## src/rtl/wrb_pkg.sv

```systemverilog
package wrb_pkg;
   typedef enum logic [2:0] {
      OP_NOP      = 3'd0,
      OP_WR_WIPER = 3'd1,
      OP_RD_WIPER = 3'd2,
      OP_STEP     = 3'd3,
      OP_RD_DATA  = 3'd4,
      OP_WR_DATA  = 3'd5,
      OP_LOAD     = 3'd6,
      OP_STORE    = 3'd7
   } wrb_op_e;

   function automatic logic op_is_nv(input wrb_op_e op);
      return (op == OP_WR_DATA) || (op == OP_STORE);
   endfunction

   function automatic logic op_may_span(input wrb_op_e op);
      return (op == OP_LOAD) || (op == OP_STORE);
   endfunction
endpackage

```

## src/rtl/wrb_stepper.sv

```systemverilog
module wrb_stepper #(
   parameter int WW       = 6,
   parameter bit SATURATE = 1'b1
) (
   input  logic [WW-1:0] cur_i,
   input  logic          up_i,
   output logic [WW-1:0] nxt_o
);
   localparam logic [WW-1:0] TOP = {WW{1'b1}};
   localparam logic [WW-1:0] BOT = '0;
   localparam logic [WW-1:0] ONE = WW'(1);

   generate
      if (SATURATE) begin : g_sat
         always_comb begin
            if (up_i) nxt_o = (cur_i == TOP) ? TOP : cur_i + ONE;
            else      nxt_o = (cur_i == BOT) ? BOT : cur_i - ONE;
         end
      end else begin : g_wrap
         always_comb begin
            if (up_i) nxt_o = cur_i + ONE;
            else      nxt_o = cur_i - ONE;
         end
      end
   endgenerate
endmodule

```

## src/rtl/wrb_nv_timer.sv

```systemverilog
module wrb_nv_timer #(
   parameter int NV_CYCLES = 40
) (
   input  logic clk,
   input  logic rst_n,
   input  logic start_i,
   output logic busy_o,
   output logic done_o
);
   localparam int CW = $clog2(NV_CYCLES + 1);
   localparam logic [CW-1:0] LOADV = CW'(NV_CYCLES);
   localparam logic [CW-1:0] ONE   = CW'(1);

   logic [CW-1:0] cnt_q;

   always_ff @(posedge clk or negedge rst_n) begin
      if (!rst_n)              cnt_q <= '0;
      else if (cnt_q != '0)    cnt_q <= cnt_q - ONE;
      else if (start_i)        cnt_q <= LOADV;
   end

   assign busy_o = (cnt_q != '0);
   assign done_o = (cnt_q == ONE);
endmodule

```

## src/rtl/wrb_channel.sv

```systemverilog
module wrb_channel #(
   parameter int WW       = 6,
   parameter int RSEL_W   = 2,
   parameter bit SATURATE = 1'b1
) (
   input  logic              clk,
   input  logic              rst_n,
   input  logic              wr_en_i,
   input  logic [WW-1:0]     wr_val_i,
   input  logic              step_en_i,
   input  logic              step_up_i,
   input  logic              load_en_i,
   input  logic [RSEL_W-1:0] load_idx_i,
   input  logic              commit_en_i,
   input  logic [RSEL_W-1:0] commit_idx_i,
   input  logic [WW-1:0]     commit_val_i,
   input  logic [RSEL_W-1:0] rd_idx_i,
   output logic [WW-1:0]     rd_val_o,
   output logic [WW-1:0]     wiper_o
);
   localparam int NREG = 1 << RSEL_W;

   logic [WW-1:0] wiper_q;
   logic [WW-1:0] stepped;
   logic [WW-1:0] dreg_q [NREG];

   wrb_stepper #(.WW(WW), .SATURATE(SATURATE)) u_step (
      .cur_i (wiper_q),
      .up_i  (step_up_i),
      .nxt_o (stepped)
   );

   always_ff @(posedge clk or negedge rst_n) begin
      if (!rst_n)         wiper_q <= '0;
      else if (wr_en_i)   wiper_q <= wr_val_i;
      else if (step_en_i) wiper_q <= stepped;
      else if (load_en_i) wiper_q <= dreg_q[load_idx_i];
   end

   generate
      for (genvar r = 0; r < NREG; r++) begin : g_reg
         always_ff @(posedge clk or negedge rst_n) begin
            if (!rst_n)
               dreg_q[r] <= '0;
            else if (commit_en_i && (commit_idx_i == RSEL_W'(r)))
               dreg_q[r] <= commit_val_i;
         end
      end
   endgenerate

   assign rd_val_o = dreg_q[rd_idx_i];
   assign wiper_o  = wiper_q;
endmodule

```

## src/rtl/wiper_regbank.sv

```systemverilog
module wiper_regbank #(
   parameter int WW        = 6,
   parameter int NCH       = 2,
   parameter int SEL_W     = 2,
   parameter int RSEL_W    = 2,
   parameter int NV_CYCLES = 40,
   parameter bit SATURATE  = 1'b1
) (
   input  logic              clk,
   input  logic              rst_n,
   input  logic              cmd_valid_i,
   input  logic [2:0]        cmd_op_i,
   input  logic [SEL_W-1:0]  cmd_chan_i,
   input  logic [RSEL_W-1:0] cmd_reg_i,
   input  logic              cmd_all_i,
   input  logic              cmd_up_i,
   input  logic [WW-1:0]     cmd_wdata_i,
   output logic              cmd_ack_o,
   output logic              busy_o,
   output logic              rd_valid_o,
   output logic [WW-1:0]     rd_data_o,
   output logic [NCH*WW-1:0] wiper_o
);
   import wrb_pkg::*;

   generate
      if (WW < 2)                  begin : g_bad_ww  $error("WW must be at least 2");           end
      if (NCH < 1)                 begin : g_bad_nch $error("NCH must be at least 1");          end
      if (NCH > (1 << SEL_W))      begin : g_bad_sel $error("SEL_W too narrow for NCH");        end
      if (RSEL_W < 1)              begin : g_bad_rs  $error("RSEL_W must be at least 1");       end
      if (NV_CYCLES < 1)           begin : g_bad_nv  $error("NV_CYCLES must be at least 1");    end
   endgenerate

   wrb_op_e op;
   assign op = wrb_op_e'(cmd_op_i);

   logic [NCH-1:0] chan_hit;
   logic           chan_ok;
   logic           span_all;
   logic           accept;
   logic           nv_busy;
   logic           nv_done;

   generate
      for (genvar c = 0; c < NCH; c++) begin : g_hit
         assign chan_hit[c] = (cmd_chan_i == SEL_W'(c));
      end
   endgenerate

   assign chan_ok   = |chan_hit;
   assign span_all  = cmd_all_i && op_may_span(op);
   assign accept    = cmd_valid_i && !nv_busy && (span_all || chan_ok);
   assign cmd_ack_o = accept;
   assign busy_o    = nv_busy;

   wrb_nv_timer #(.NV_CYCLES(NV_CYCLES)) u_timer (
      .clk     (clk),
      .rst_n   (rst_n),
      .start_i (accept && op_is_nv(op)),
      .busy_o  (nv_busy),
      .done_o  (nv_done)
   );

   logic [WW-1:0]     wip    [NCH];
   logic [WW-1:0]     dval   [NCH];
   logic [NCH-1:0]    tgt;
   logic [NCH-1:0]    pend_mask_q;
   logic [RSEL_W-1:0] pend_idx_q;
   logic [WW-1:0]     pend_val_q [NCH];

   assign tgt = span_all ? {NCH{1'b1}} : chan_hit;

   always_ff @(posedge clk or negedge rst_n) begin
      if (!rst_n) begin
         pend_mask_q <= '0;
         pend_idx_q  <= '0;
      end else if (accept && op_is_nv(op)) begin
         pend_mask_q <= tgt;
         pend_idx_q  <= cmd_reg_i;
      end
   end

   generate
      for (genvar c = 0; c < NCH; c++) begin : g_ch
         always_ff @(posedge clk or negedge rst_n) begin
            if (!rst_n)
               pend_val_q[c] <= '0;
            else if (accept && (op == OP_STORE))
               pend_val_q[c] <= wip[c];
            else if (accept && (op == OP_WR_DATA))
               pend_val_q[c] <= cmd_wdata_i;
         end

         wrb_channel #(.WW(WW), .RSEL_W(RSEL_W), .SATURATE(SATURATE)) u_chan (
            .clk          (clk),
            .rst_n        (rst_n),
            .wr_en_i      (accept && (op == OP_WR_WIPER) && tgt[c]),
            .wr_val_i     (cmd_wdata_i),
            .step_en_i    (accept && (op == OP_STEP) && tgt[c]),
            .step_up_i    (cmd_up_i),
            .load_en_i    (accept && (op == OP_LOAD) && tgt[c]),
            .load_idx_i   (cmd_reg_i),
            .commit_en_i  (nv_done && pend_mask_q[c]),
            .commit_idx_i (pend_idx_q),
            .commit_val_i (pend_val_q[c]),
            .rd_idx_i     (cmd_reg_i),
            .rd_val_o     (dval[c]),
            .wiper_o      (wip[c])
         );

         assign wiper_o[c*WW +: WW] = wip[c];
      end
   endgenerate

   logic [WW-1:0] rd_mux;
   always_comb begin
      rd_mux = '0;
      for (int c = 0; c < NCH; c++) begin
         if (chan_hit[c]) rd_mux = (op == OP_RD_WIPER) ? wip[c] : dval[c];
      end
   end

   always_ff @(posedge clk or negedge rst_n) begin
      if (!rst_n) begin
         rd_valid_o <= 1'b0;
         rd_data_o  <= '0;
      end else begin
         rd_valid_o <= accept && ((op == OP_RD_WIPER) || (op == OP_RD_DATA));
         if (accept && ((op == OP_RD_WIPER) || (op == OP_RD_DATA)))
            rd_data_o <= rd_mux;
      end
   end
endmodule

```

## config.mk

```make
export PLATFORM = sky130hd
export DESIGN_NAME = wiper_regbank
export DESIGN_NICKNAME = d
export VERILOG_FILES = /design/src/rtl/wrb_pkg.sv /design/src/rtl/wrb_stepper.sv /design/src/rtl/wrb_nv_timer.sv /design/src/rtl/wrb_channel.sv /design/src/rtl/wiper_regbank.sv
export SDC_FILE = /design/constraint.sdc
export NUM_CORES = 1
export LEC_CHECK = 0
export ABC_CLOCK_PERIOD_IN_PS = 2800
export BUFFER_PORTS_ARGS = -buffer_cell sky130_fd_sc_hd__buf_4
export CORE_MARGIN = 2
export CORE_UTILIZATION = 45
export CTS_CLUSTER_DIAMETER = 120
export CTS_CLUSTER_SIZE = 30
export DETAILED_ROUTE_END_ITERATION = 8
export GPL_ROUTABILITY_DRIVEN = 0
export PLACE_DENSITY = 0.73
export SYNTH_ARGS = -nofsm -noshare
export SYNTH_HDL_FRONTEND = slang
export SYNTH_SLANG_ARGS = --single-unit
```

## constraint.sdc

```tcl
create_clock -name clk -period 2.8 [get_ports clk]
set_input_delay 0.42 -clock clk [delete_from_list [all_inputs] [get_ports clk]]
set_output_delay 0.42 -clock clk [all_outputs]
set_load 0.005 [all_outputs]
```

==> results of run 1 <==
-- report_power, final --
group / total (uW) / switching [uW] / internal [uW] / leakage, uW
logic: 496 / 281 / 215 / 0.00125
registers: 1480 / 116 / 1370 / 0.00121
clock network: 932 / 500 / 432 / 0.000101
total: 2910 / 897 / 2010 / 0.00256
-- per-layer routing --
metal	wire (um)	vias to the layer above	track usage, %
met3	755	15	5.14
met2	5760	139	33.8
met4	161	0	5.77
met1	5300	1895	30.4
li1	-	1723	-
met5	0	-	0
-- through the flow --
step,instance area (um2),power (uW)
floorplan,4960,1810
global placement,5400,1960
detailed placement,5400,2000
CTS,5610,2930
global route,5610,3060
finish,5610,2910
-- layout make-up --
class | instances | area, um2 | area share (%)
Timing Repair Buffer | 47 | 353 | 6.29
Multi-Input combinational cell | 322 | 2600 | 46.4
Sequential cell | 89 | 2230 | 39.7
Inverter | 11 | 41.3 | 0.736
Clock inverter | 7 | 87.6 | 1.56
Tap cell | 140 | 175 | 3.12
Clock buffer | 9 | 124 | 2.21
-- flip-flops by register name, indices dropped and copies added, names as in the netlist --
signal and cells:
rd_data_o 6, pend_idx_q 2, rd_valid_o 1, pend_mask_q 2, u_timer.cnt_q 6, g_ch.u_chan.dreg_q 48, pend_val_q 12, g_ch.u_chan.wiper_o 12
-- logic make-up after synthesis --
group / after synthesis / share of synthesized area [%]
compound gates: 88 / 11.1
buf+inv: 36 / 2.95
mux: 86 / 23.3
simple gates: 135 / 14.8
fa+ha+maj: 9 / 2.27
xor+xnor: 4 / 0.706
flops: 89 / 44.9
-- synthesized netlist by cell type, types with 2 or more instances --
master / n / share of area (%)
sky130_fd_sc_hd__clkbuf_1: 21 / 1.6
sky130_fd_sc_hd__a22oi_1: 3 / 0.45
sky130_fd_sc_hd__o311ai_0: 2 / 0.35
sky130_fd_sc_hd__nor4_1: 2 / 0.25
sky130_fd_sc_hd__and2_1: 6 / 0.76
sky130_fd_sc_hd__o31ai_1: 6 / 0.91
sky130_fd_sc_hd__nand3b_1: 2 / 0.30
sky130_fd_sc_hd__nor3b_1: 5 / 0.76
sky130_fd_sc_hd__ha_1: 9 / 2.3
sky130_fd_sc_hd__nor4bb_1: 3 / 0.61
sky130_fd_sc_hd__a31oi_1: 6 / 0.76
sky130_fd_sc_hd__o211ai_1: 2 / 0.30
sky130_fd_sc_hd__a21oi_1: 36 / 3.6
sky130_fd_sc_hd__nor3_1: 5 / 0.50
sky130_fd_sc_hd__nand4_1: 2 / 0.25
sky130_fd_sc_hd__nor2_1: 43 / 3.3
sky130_fd_sc_hd__inv_1: 11 / 0.83
sky130_fd_sc_hd__mux2i_1: 11 / 2.2
sky130_fd_sc_hd__o21ai_0: 14 / 1.4
sky130_fd_sc_hd__mux2_2: 57 / 13
sky130_fd_sc_hd__dfrtp_1: 89 / 45
sky130_fd_sc_hd__nand2b_1: 6 / 0.76
sky130_fd_sc_hd__a211o_1: 3 / 0.53
sky130_fd_sc_hd__o21a_1: 2 / 0.30
sky130_fd_sc_hd__or3_1: 7 / 0.88
sky130_fd_sc_hd__nor2b_1: 15 / 1.9
sky130_fd_sc_hd__xnor2_1: 3 / 0.53
sky130_fd_sc_hd__a41oi_1: 2 / 0.35
sky130_fd_sc_hd__buf_2: 3 / 0.30
sky130_fd_sc_hd__or4_1: 2 / 0.30
sky130_fd_sc_hd__mux4_2: 18 / 8.2
sky130_fd_sc_hd__nand3_1: 12 / 1.2
sky130_fd_sc_hd__o32ai_1: 2 / 0.35
sky130_fd_sc_hd__o22ai_1: 2 / 0.25
sky130_fd_sc_hd__nand2_1: 18 / 1.4
-- worst register-to-register path, stage by stage (launching register included) --
cell,delay (ns)
sky130_fd_sc_hd__dfrtp_1,0.43
sky130_fd_sc_hd__or3_1,0.49
sky130_fd_sc_hd__or2_1,0.41
sky130_fd_sc_hd__or3_4,0.53
sky130_fd_sc_hd__or3_1,0.37
sky130_fd_sc_hd__o21ai_1,0.13
-- worst max path at each step --
stage	start	to	slack, ns	cells after the start
after floorplan	u_timer.cnt_q[2]	g_ch[1].u_chan.wiper_o[2]	0.63	8
after global placement	u_timer.cnt_q[2]	g_ch[1].u_chan.wiper_o[3]	0.44	5
after detailed placement	u_timer.cnt_q[2]	g_ch[1].u_chan.wiper_o[3]	0.41	5
after CTS	u_timer.cnt_q[2]	cmd_ack_o	0.32	4
after global routing	u_timer.cnt_q[0]	cmd_ack_o	0.15	6
final	u_timer.cnt_q[2]	cmd_ack_o	0.29	4
==> impl_metrics.json, run 1 <==
{
  "port-buffer-count": 38,
  "stdcell_count": 625,
  "post-cts-setup-buffers": 0,
  "slowest_stage": "sky130_fd_sc_hd__or3_1",
  "ioPinCount": 39,
  "layout.cells.most_common_list": "sky130_fd_sc_hd__dfrtp_1, sky130_fd_sc_hd__mux2_2, sky130_fd_sc_hd__buf_4",
  "ff2ff_setup_slack_ns": 0.39,
  "proportion_of_synthesized_chip_area_in_sequential_cells_pct": 44.9,
  "period_minus_slack_ns": 2.51,
  "ff2ff_path_depth": 5,
  "crit_path_category": "reg -> out",
  "status": "completed",
  "fin_util_pct": 52.0,
  "max_slew_margin_pct": 56.3,
  "postSynthNetCount": 474,
  "remaining_drc_errors": 0,
  "ys_warn_count": 0,
  "core_region_area_mm2": 0.0108,
  "num_rows": 38,
  "clock_tree.buffer_depth": 2,
  "ant_nets": 0,
  "timing.critical_path.fanout_max": 8,
  "ant_diodes": 0,
  "clock_tree.root_cell": "sky130_fd_sc_hd__clkbuf_8",
  "finalClockSkew_ns": 0.0126,
  "reg2reg_to": "g_ch[1].u_chan.wiper_o[3]",
  "grt_start_max_net_pins": 52,
  "cts_sinks": 89,
  "finalSetupViolations": 0,
  "clk_pin_slew_worst_paths_ns": 0.09,
  "layout.cells.most_common": "sky130_fd_sc_hd__dfrtp_1",
  "grt.total_usage_pct": 21.7,
  "totalWireLength_um": 12000,
  "nFillCells": 935,
  "cp.buffers_inverters": 1,
  "h-tree-depth": 3,
  "drive_gt1_share_pct": 29.7,
  "tns_ns": 0,
  "numCtsBuffers": 9,
  "tightestPinTransition_ns": 0.655,
  "dr_total_vias": 3772,
  "finalNetCount": 507,
  "die-height_um": 109,
  "post_cts_resize_count": 0,
  "clk-insertion-delay-late_ns": 0.36,
  "finalMaxSlewViolations": 0,
  "cell_count_after_placement": 609,
  "min_period_over_period_pct": 89.8,
  "critical_path.startpoint_type": "flip-flop",
  "crit_path_cell_trace": "or3_1 -> or2_1 -> a21oi_1 -> buf_4",
  "grt_pass1_vias": 3671,
  "cp_data_required_time_ns": 2.38,
  "synthesized_area_mm2": 0.00496,
  "cap_viol_max_count": 0,
  "final_hold_viol_count": 0,
  "critical_path.endpoint_type": "primary output",
  "grt_setup_unrepaired": "no",
  "vdd_drop_max_mv": 0.239,
  "cp_data_arrival_time_ns": 2.09,
  "synth.lib_cells_used.distinct": 52,
  "route.detailed.wl_per_inst_um": 19.2,
  "worst_hold_path_type": "in -> async",
  "synth_edf_count": 0,
  "final.hold.worst_slack_ns": 0.0817,
  "overall_die_area_mm2": 0.0119,
  "vias_per_cell": 6.04,
  "initial_util_pct": 46.0,
  "area_growth_pct": 13.0,
  "postSynth.asyncResetShare_pct": 100,
  "cpPeakStageDelay_ns": 0.49,
  "cts_hold_buf": 0,
  "regToRegStartpoint": "u_timer.cnt_q[2]",
  "pwr_density_cell_mw_per_mm2": 519,
  "worst_setup_margin_ns": 0.286,
  "dp_hpwl_um": 8710,
  "timing.critical_path.max_delay_family": "simple AND/OR/NAND/NOR gates",
  "die_width_um": 109,
  "tritoncts": "yes",
  "netlist_instances": 447,
  "ys_ff_latch": 89,
  "global_route_wire_length_before_repair_um": 19400,
  "antenna_found_initial": 0,
  "peak_clock_frequency_supported_by_timing_ghz": 0.398,
  "dpl_worst_slack_ns": 0.406,
  "leakage_uw": 0.00256,
  "drtIter0Drc": 345,
  "syn_avg_cell_area_um2": 11.1,
  "grt_remaining_overflow": 0,
  "synth-main-ff-cell": "sky130_fd_sc_hd__dfrtp_1",
  "drt_pre_antenna_iters": 5
}
Power figures use the tool's default switching activity.
==> run 2: changes to the inputs <==
- PLACE_DENSITY: 0.73 -> 0.72
- SYNTH_HIERARCHICAL: not set -> 1
==> run 2 against run 1 <==
The run now ends with DRC left. Sequential power is 8% higher. Wire length is 13% higher. Non-clock buffer count is 7 higher. Largest power group unchanged. Register-to-register slack worse by 0.27 ns.
==> impl_metrics.json, run 2 <==
{
  "h-tree-depth": 3,
  "synth_top_family_by_area": "multiplexers",
  "global_route_wire_length_before_repair_um": 21600,
  "violations": "DRC",
  "reg2reg_to": "g_ch[0].u_chan/wiper_o[0]",
  "core_region_area_mm2": 0.0115,
  "cp_data_required_time_ns": 3.00,
  "clk_pin_slew_worst_paths_ns": 0.06,
  "proportion_of_synthesized_chip_area_in_sequential_cells_pct": 41.6,
  "regToRegStartpoint": "u_timer/cnt_q[0]",
  "postSynth.asyncResetShare_pct": 100,
  "max_flop_register": "g_ch.u_chan/dreg_q",
  "antenna_found_initial": 0,
  "postSynthNetCount": 492,
  "numCtsBuffers": 9,
  "die-height_um": 113,
  "crit_path_category": "reg -> reg",
  "synth.top_cells.by_count": "sky130_fd_sc_hd__dfrtp_1, sky130_fd_sc_hd__mux2_2, sky130_fd_sc_hd__a21oi_1, sky130_fd_sc_hd__mux2i_1, sky130_fd_sc_hd__nand2_1",
  "synth-main-ff-cell": "sky130_fd_sc_hd__dfrtp_1",
  "critical_path.endpoint_type": "flip-flop",
  "synthesized_area_mm2": 0.00536,
  "critical_path.endpoint": "g_ch[0].u_chan/wiper_o[0]",
  "post-cts-setup-buffers": 0,
  "tritoncts": "yes",
  "totalPowerFinal_uw": 3470,
  "vias_per_cell": 6.21,
  "grt_setup_unrepaired": "no",
  "synthXorXnorAreaFrac_pct": 0.654,
  "cap_viol_max_count": 0,
  "grt.total_usage_pct": 21.7,
  "pwr_density_cell_mw_per_mm2": 569,
  "worst_hold_path_type": "in -> async",
  "drt_pre_antenna_iters": 8,
  "yosys.area.top_type": "sky130_fd_sc_hd__dfrtp_1",
  "synthMostInstantiatedCell": "sky130_fd_sc_hd__dfrtp_1",
  "layout.cells.most_common": "sky130_fd_sc_hd__dfrtp_1",
  "max_slew_margin_pct": 59.1,
  "grt_start_max_net_pins": 90,
  "critical_path.startpoint": "u_timer/cnt_q[0]",
  "drtIter0Drc": 373,
  "synthMuxAreaShare_pct": 25.4,
  "remaining_drc_errors": 1,
  "synth_compound_area_share_pct": 13.8,
  "ys_ff_latch": 89,
  "max_ffs_per_register": 48,
  "layout.cells.most_common_list": "sky130_fd_sc_hd__dfrtp_1, sky130_fd_sc_hd__mux2_2, sky130_fd_sc_hd__buf_4",
  "finalMaxSlewViolations": 0,
  "synth.lib_cells_used.distinct": 58,
  "crit_path_cell_trace": "inv_1 -> ha_2 -> nand3_1 -> nand2b_1 -> a21oi_4 -> nand2_1 -> nor3_1 -> buf_4 -> and3b_1 -> a222oi_1 -> a21oi_1",
  "leakage_uw": 0.00277,
  "dp_hpwl_um": 9410,
  "clock_tree.root_cell": "sky130_fd_sc_hd__clkbuf_16",
  "cts_sinks": 89,
  "min_period_over_period_pct": 95.6,
  "final_hold_viol_count": 0,
  "totalWireLength_um": 13500,
  "initial_util_pct": 46.5,
  "fin_util_pct": 52.9,
  "area_growth_pct": 13.7,
  "synth_edf_count": 0,
  "ys_warn_count": 6,
  "timing.critical_path.fanout_max": 9,
  "grt_remaining_overflow": 0,
  "status": "finished with violations",
  "ant_diodes": 0,
  "die_width_um": 113,
  "netlist_instances": 466,
  "syn_avg_cell_area_um2": 11.5,
  "vdd_drop_max_mv": 0.426,
  "num_rows": 39,
  "tns_ns": 0,
  "port-buffer-count": 38,
  "slowest_stage": "sky130_fd_sc_hd__dfrtp_1",
  "post_cts_resize_count": 0,
  "synth_top_area_share_pct": 41.6,
  "peak_clock_frequency_supported_by_timing_ghz": 0.373,
  "cpPeakStageDelay_ns": 0.43,
  "overall_die_area_mm2": 0.0128,
  "finalClockSkew_ns": 0.00956,
  "ioPinCount": 39,
  "ff2ff_setup_slack_ns": 0.12,
  "dr_total_vias": 4075,
  "clock_tree.buffer_depth": 2,
  "nFillCells": 984,
  "ant_nets": 0,
  "cts_hold_buf": 0,
  "finalSetupViolations": 0,
  "ranking_of_synthesized_cells_by_area": "sky130_fd_sc_hd__dfrtp_1, sky130_fd_sc_hd__mux2_2, sky130_fd_sc_hd__mux4_2",
  "grt_pass1_vias": 4062,
  "synthAdderAreaFrac_pct": 1.87,
  "tightestPinTransition_ns": 0.611,
  "clk-insertion-delay-late_ns": 0.34,
  "ff2ff_path_depth": 11,
  "critical_path.startpoint_type": "flip-flop",
  "route.detailed.wl_per_inst_um": 20.6,
  "period_minus_slack_ns": 2.68,
  "finalNetCount": 534,
  "drive_gt1_share_pct": 34.5,
  "cp_data_arrival_time_ns": 2.87,
  "synth_simple_gate_area_share_pct": 13.1
}
-- run 2: changes by cell type after synthesis, moves of 7 or more --
cell / previous run / this run
sky130_fd_sc_hd__mux2i_1: 11 / 24
sky130_fd_sc_hd__nor2_1: 43 / 7
sky130_fd_sc_hd__or3_1: 7 / 0
sky130_fd_sc_hd__o22ai_1: 2 / 12
sky130_fd_sc_hd__clkbuf_1: 21 / 6
sky130_fd_sc_hd__mux2_2: 57 / 64
sky130_fd_sc_hd__o21ai_0: 14 / 22
-- run 2: worst min path at each step --
stage                         from                  endpoint  slack [ns]
finish                       rst_n  g_ch[0].u_chan/dreg_q[8]        0.13
global route                 rst_n  g_ch[0].u_chan/dreg_q[8]        0.16
CTS                          rst_n  g_ch[0].u_chan/dreg_q[3]        0.15
detailed placement  pend_mask_q[0]            pend_mask_q[0]        0.46
global placement    pend_mask_q[0]            pend_mask_q[0]        0.45
floorplan                    rst_n  g_ch[0].u_chan/dreg_q[0]        0.12
-- run 2: metrics by stage --
step / hold WS, ns / instance area (um2) / cells / setup WS (ns)
after floorplan: 0.124 / 5360 / 466 / 0.101
after global placement: 0.451 / 5820 / 640 / 0.357
after detailed placement: 0.457 / 5820 / 640 / 0.216
after CTS: 0.149 / 6090 / 656 / 0.138
after global routing: 0.163 / 6090 / 656 / 0.0155
final: 0.128 / 6090 / 656 / 0.122
-- run 2: logic make-up after synthesis --
logic type,count (synthesis)
AND/OR/NAND/NOR,110
adder cells (fa/ha/maj),8
buffers and inverters,35
multiplexers,110
XOR/XNOR,4
AO/OA/AOI/OAI,110
flip-flops,89
-- run 2: critical path: cells and delay by family, from the launching register on --
family / cells / cell delay [ns]
AND/OR/NAND/NOR: 5 / 0.94
buffers and inverters: 2 / 0.31
AO/OA/AOI/OAI: 3 / 0.63
flip-flops: 1 / 0.43
adder cells (fa/ha/maj): 1 / 0.23
-- run 2: metal layers --
metal  part of all wire [%]  up-vias  GRT usage (%)
li1                       -     1847              -
met1                     45     2071           30.7
met2                     46      137           33.9
met3                    6.5       20           4.77
met4                    1.8        0           5.85
met5                      0        -              0
-- run 2: final cells by class --
class,count,area [um2],share of cell area [%]
Tap cell,143,179,2.94
Multi-Input combinational cell,342,2950,48.4
Timing Repair Buffer,54,418,6.86
Inverter,12,45.0,0.739
Clock buffer,12,246,4.05
Clock inverter,4,28.8,0.472
Sequential cell,89,2230,36.6
-- run 2: power by group --
part	switching (uW)	leakage, uW	total, uW	internal, uW
logic	381	0.00142	748	367
clock network	490	0.000129	1120	627
registers	188	0.00122	1600	1410
==> run 3: changes to the inputs <==
- SETUP_SLACK_MARGIN: not set -> 0.15
==> run 3 against run 2 <==
The run still ends with DRC left. Fmax up 8.7%. Die area unchanged. Global-route usage fell by 0.094 points. Wire length fell by 0.75%. Hold slack better by 0.23 ns. Clock power up 5%. Design area rose by 0.62%. Critical path depth fell by 1. Utilization increased by 0.33 points. Register-to-register slack improved by 0.21 ns. Largest cell class unchanged. Highest routed layer unchanged.
==> impl_metrics.json, run 3 (synthesis results as in run 2) <==
{
  "hold_end": "g_ch[1].u_chan/wiper_o[1]",
  "grt_setup_unrepaired": "yes",
  "h-tree-depth": 3,
  "max_flop_register": "g_ch.u_chan/dreg_q",
  "route.detailed.wl_per_inst_um": 20.4,
  "dr_total_vias": 4075,
  "port-buffer-count": 38,
  "die-height_um": 113,
  "cp_data_arrival_time_ns": 2.68,
  "totalWireLength_um": 13400,
  "worst_hold_path_type": "in -> reg",
  "cp_data_required_time_ns": 3.02,
  "ant_diodes": 0,
  "violations": "DRC",
  "num_rows": 39,
  "drive_gt1_share_pct": 35.4,
  "clk-insertion-delay-late_ns": 0.35,
  "vdd_drop_max_mv": 0.508,
  "regToRegStartpoint": "u_timer/cnt_q[0]",
  "initial_util_pct": 46.5,
  "ioPinCount": 39,
  "critical_path.startpoint_type": "flip-flop",
  "tns_ns": 0,
  "finalClockSkew_ns": 0.0110,
  "cap_viol_max_count": 0,
  "critical_path.endpoint_type": "flip-flop",
  "grt_start_max_net_pins": 89,
  "max_slew_margin_pct": 58.8,
  "ant_nets": 0,
  "final_hold_viol_count": 0,
  "drtIter0Drc": 378,
  "finalSetupViolations": 0,
  "grt_pass1_vias": 3960,
  "numCtsBuffers": 9,
  "tightestPinTransition_ns": 0.615,
  "period_minus_slack_ns": 2.46,
  "area_growth_pct": 14.4,
  "core_region_area_mm2": 0.0115,
  "grt_remaining_overflow": 0,
  "ff2ff_setup_slack_ns": 0.34,
  "finalNetCount": 534,
  "min_period_over_period_pct": 88.0,
  "vias_per_cell": 6.22,
  "ff2ff_path_depth": 10,
  "clock_tree.buffer_depth": 2,
  "global_route_wire_length_before_repair_um": 21200,
  "whs_path_depth": 3,
  "grt.total_usage_pct": 21.6,
  "timing.critical_path.fanout_max": 6,
  "layout.cells.most_common": "sky130_fd_sc_hd__dfrtp_1",
  "cts_sinks": 89,
  "clk_pin_slew_worst_paths_ns": 0.07,
  "fin_util_pct": 53.2,
  "min_from": "cmd_wdata_i[1]",
  "status": "finished with violations",
  "drt_pre_antenna_iters": 7,
  "peak_clock_frequency_supported_by_timing_ghz": 0.406,
  "leakage_uw": 0.00278,
  "layout.cells.most_common_list": "sky130_fd_sc_hd__dfrtp_1, sky130_fd_sc_hd__mux2_2, sky130_fd_sc_hd__buf_4",
  "antenna_found_initial": 0,
  "clock_tree.root_cell": "sky130_fd_sc_hd__clkbuf_16",
  "dp_hpwl_um": 9400,
  "tritoncts": "yes",
  "overall_die_area_mm2": 0.0128,
  "pwr_density_cell_mw_per_mm2": 581,
  "finalMaxSlewViolations": 0,
  "max_ffs_per_register": 48,
  "reg2reg_to": "g_ch[0].u_chan/wiper_o[0]",
  "die_width_um": 113,
  "remaining_drc_errors": 2,
  "crit_path_category": "reg -> reg"
}
run 3: cell type report:
class	instances	area, um2
flip-flops and latches	89	2230
repair buffers	54	420
clock buffers	11	233
well taps	143	179
clock inverters	4	45.0
inverters	12	45.0
multi-input cells	342	2980
fillers	1000	5390
run 3: worst max path at each step:
| stage | end | slack, ns | startpoint | cells after the start |
|---|---|---|---|---|
| 3_3_place_gp | g_ch[1].u_chan/wiper_o[1] | 0.25 | u_timer/cnt_q[0] | 10 |
| 5_1_grt | g_ch[0].u_chan/wiper_o[4] | 0.13 | u_timer/cnt_q[0] | 10 |
| 3_5_place_dp | g_ch[1].u_chan/wiper_o[1] | 0.11 | u_timer/cnt_q[0] | 10 |
| 4_1_cts | g_ch[0].u_chan/wiper_o[0] | 0.19 | u_timer/cnt_q[0] | 11 |
| 6_report | g_ch[0].u_chan/wiper_o[0] | 0.34 | u_timer/cnt_q[0] | 10 |
| 2_1_floorplan | g_ch[1].u_chan/wiper_o[1] | 0.23 | u_timer/cnt_q[0] | 10 |
run 3: layer usage:
metal / part of all wire, % / global-route usage [%] / up-vias
li1: - / - / 1844
met1: 46 / 30.8 / 2076
met2: 47 / 32.7 / 136
met3: 5.8 / 4.50 / 19
met4: 1.8 / 7.89 / 0
met5: 0 / 0 / -
run 3: metrics by stage:
stage,cell area [um2],setup slack (ns),power [uW],hold slack (ns),instances
3_3_place_gp,5800,0.252,2320,0.212,638
6_report,6130,0.337,3560,0.355,655
5_1_grt,6130,0.133,3730,0.361,655
2_1_floorplan,5360,0.227,2090,0.124,466
3_5_place_dp,5800,0.108,2360,0.216,638
4_1_cts,6090,0.193,3530,0.345,654
run 3: worst max-delay path: stages (launching register included):
cell and delay (ns):
sky130_fd_sc_hd__dfrtp_2 0.44, sky130_fd_sc_hd__inv_2 0.09, sky130_fd_sc_hd__ha_4 0.16, sky130_fd_sc_hd__nand3_1 0.08, sky130_fd_sc_hd__nand2b_1 0.22, sky130_fd_sc_hd__a21oi_4 0.20
sky130_fd_sc_hd__nand4b_1 0.19, sky130_fd_sc_hd__a21oi_1 0.29, sky130_fd_sc_hd__nor2_1 0.18, sky130_fd_sc_hd__a222oi_1 0.35, sky130_fd_sc_hd__a21oi_1 0.12
run 3: repair_timing:
action | CTS | global route
hold buffers | 1 | 0
gates resized for setup | 1 | 9
pin swaps | 0 | 1
setup buffers | 0 | 1
endpoints found under the hold margin | 1 | 0
setup endpoints to repair | 6 | 12
run 3: where the power goes:
| part | switching (uW) | leakage, uW | total (uW) | internal, uW |
|---|---|---|---|---|
| clock | 495 | 0.000139 | 1180 | 682 |
| combinational | 392 | 0.00142 | 769 | 377 |
| sequential | 200 | 0.00122 | 1610 | 1410 |
| total | 1090 | 0.00278 | 3560 | 2470 |
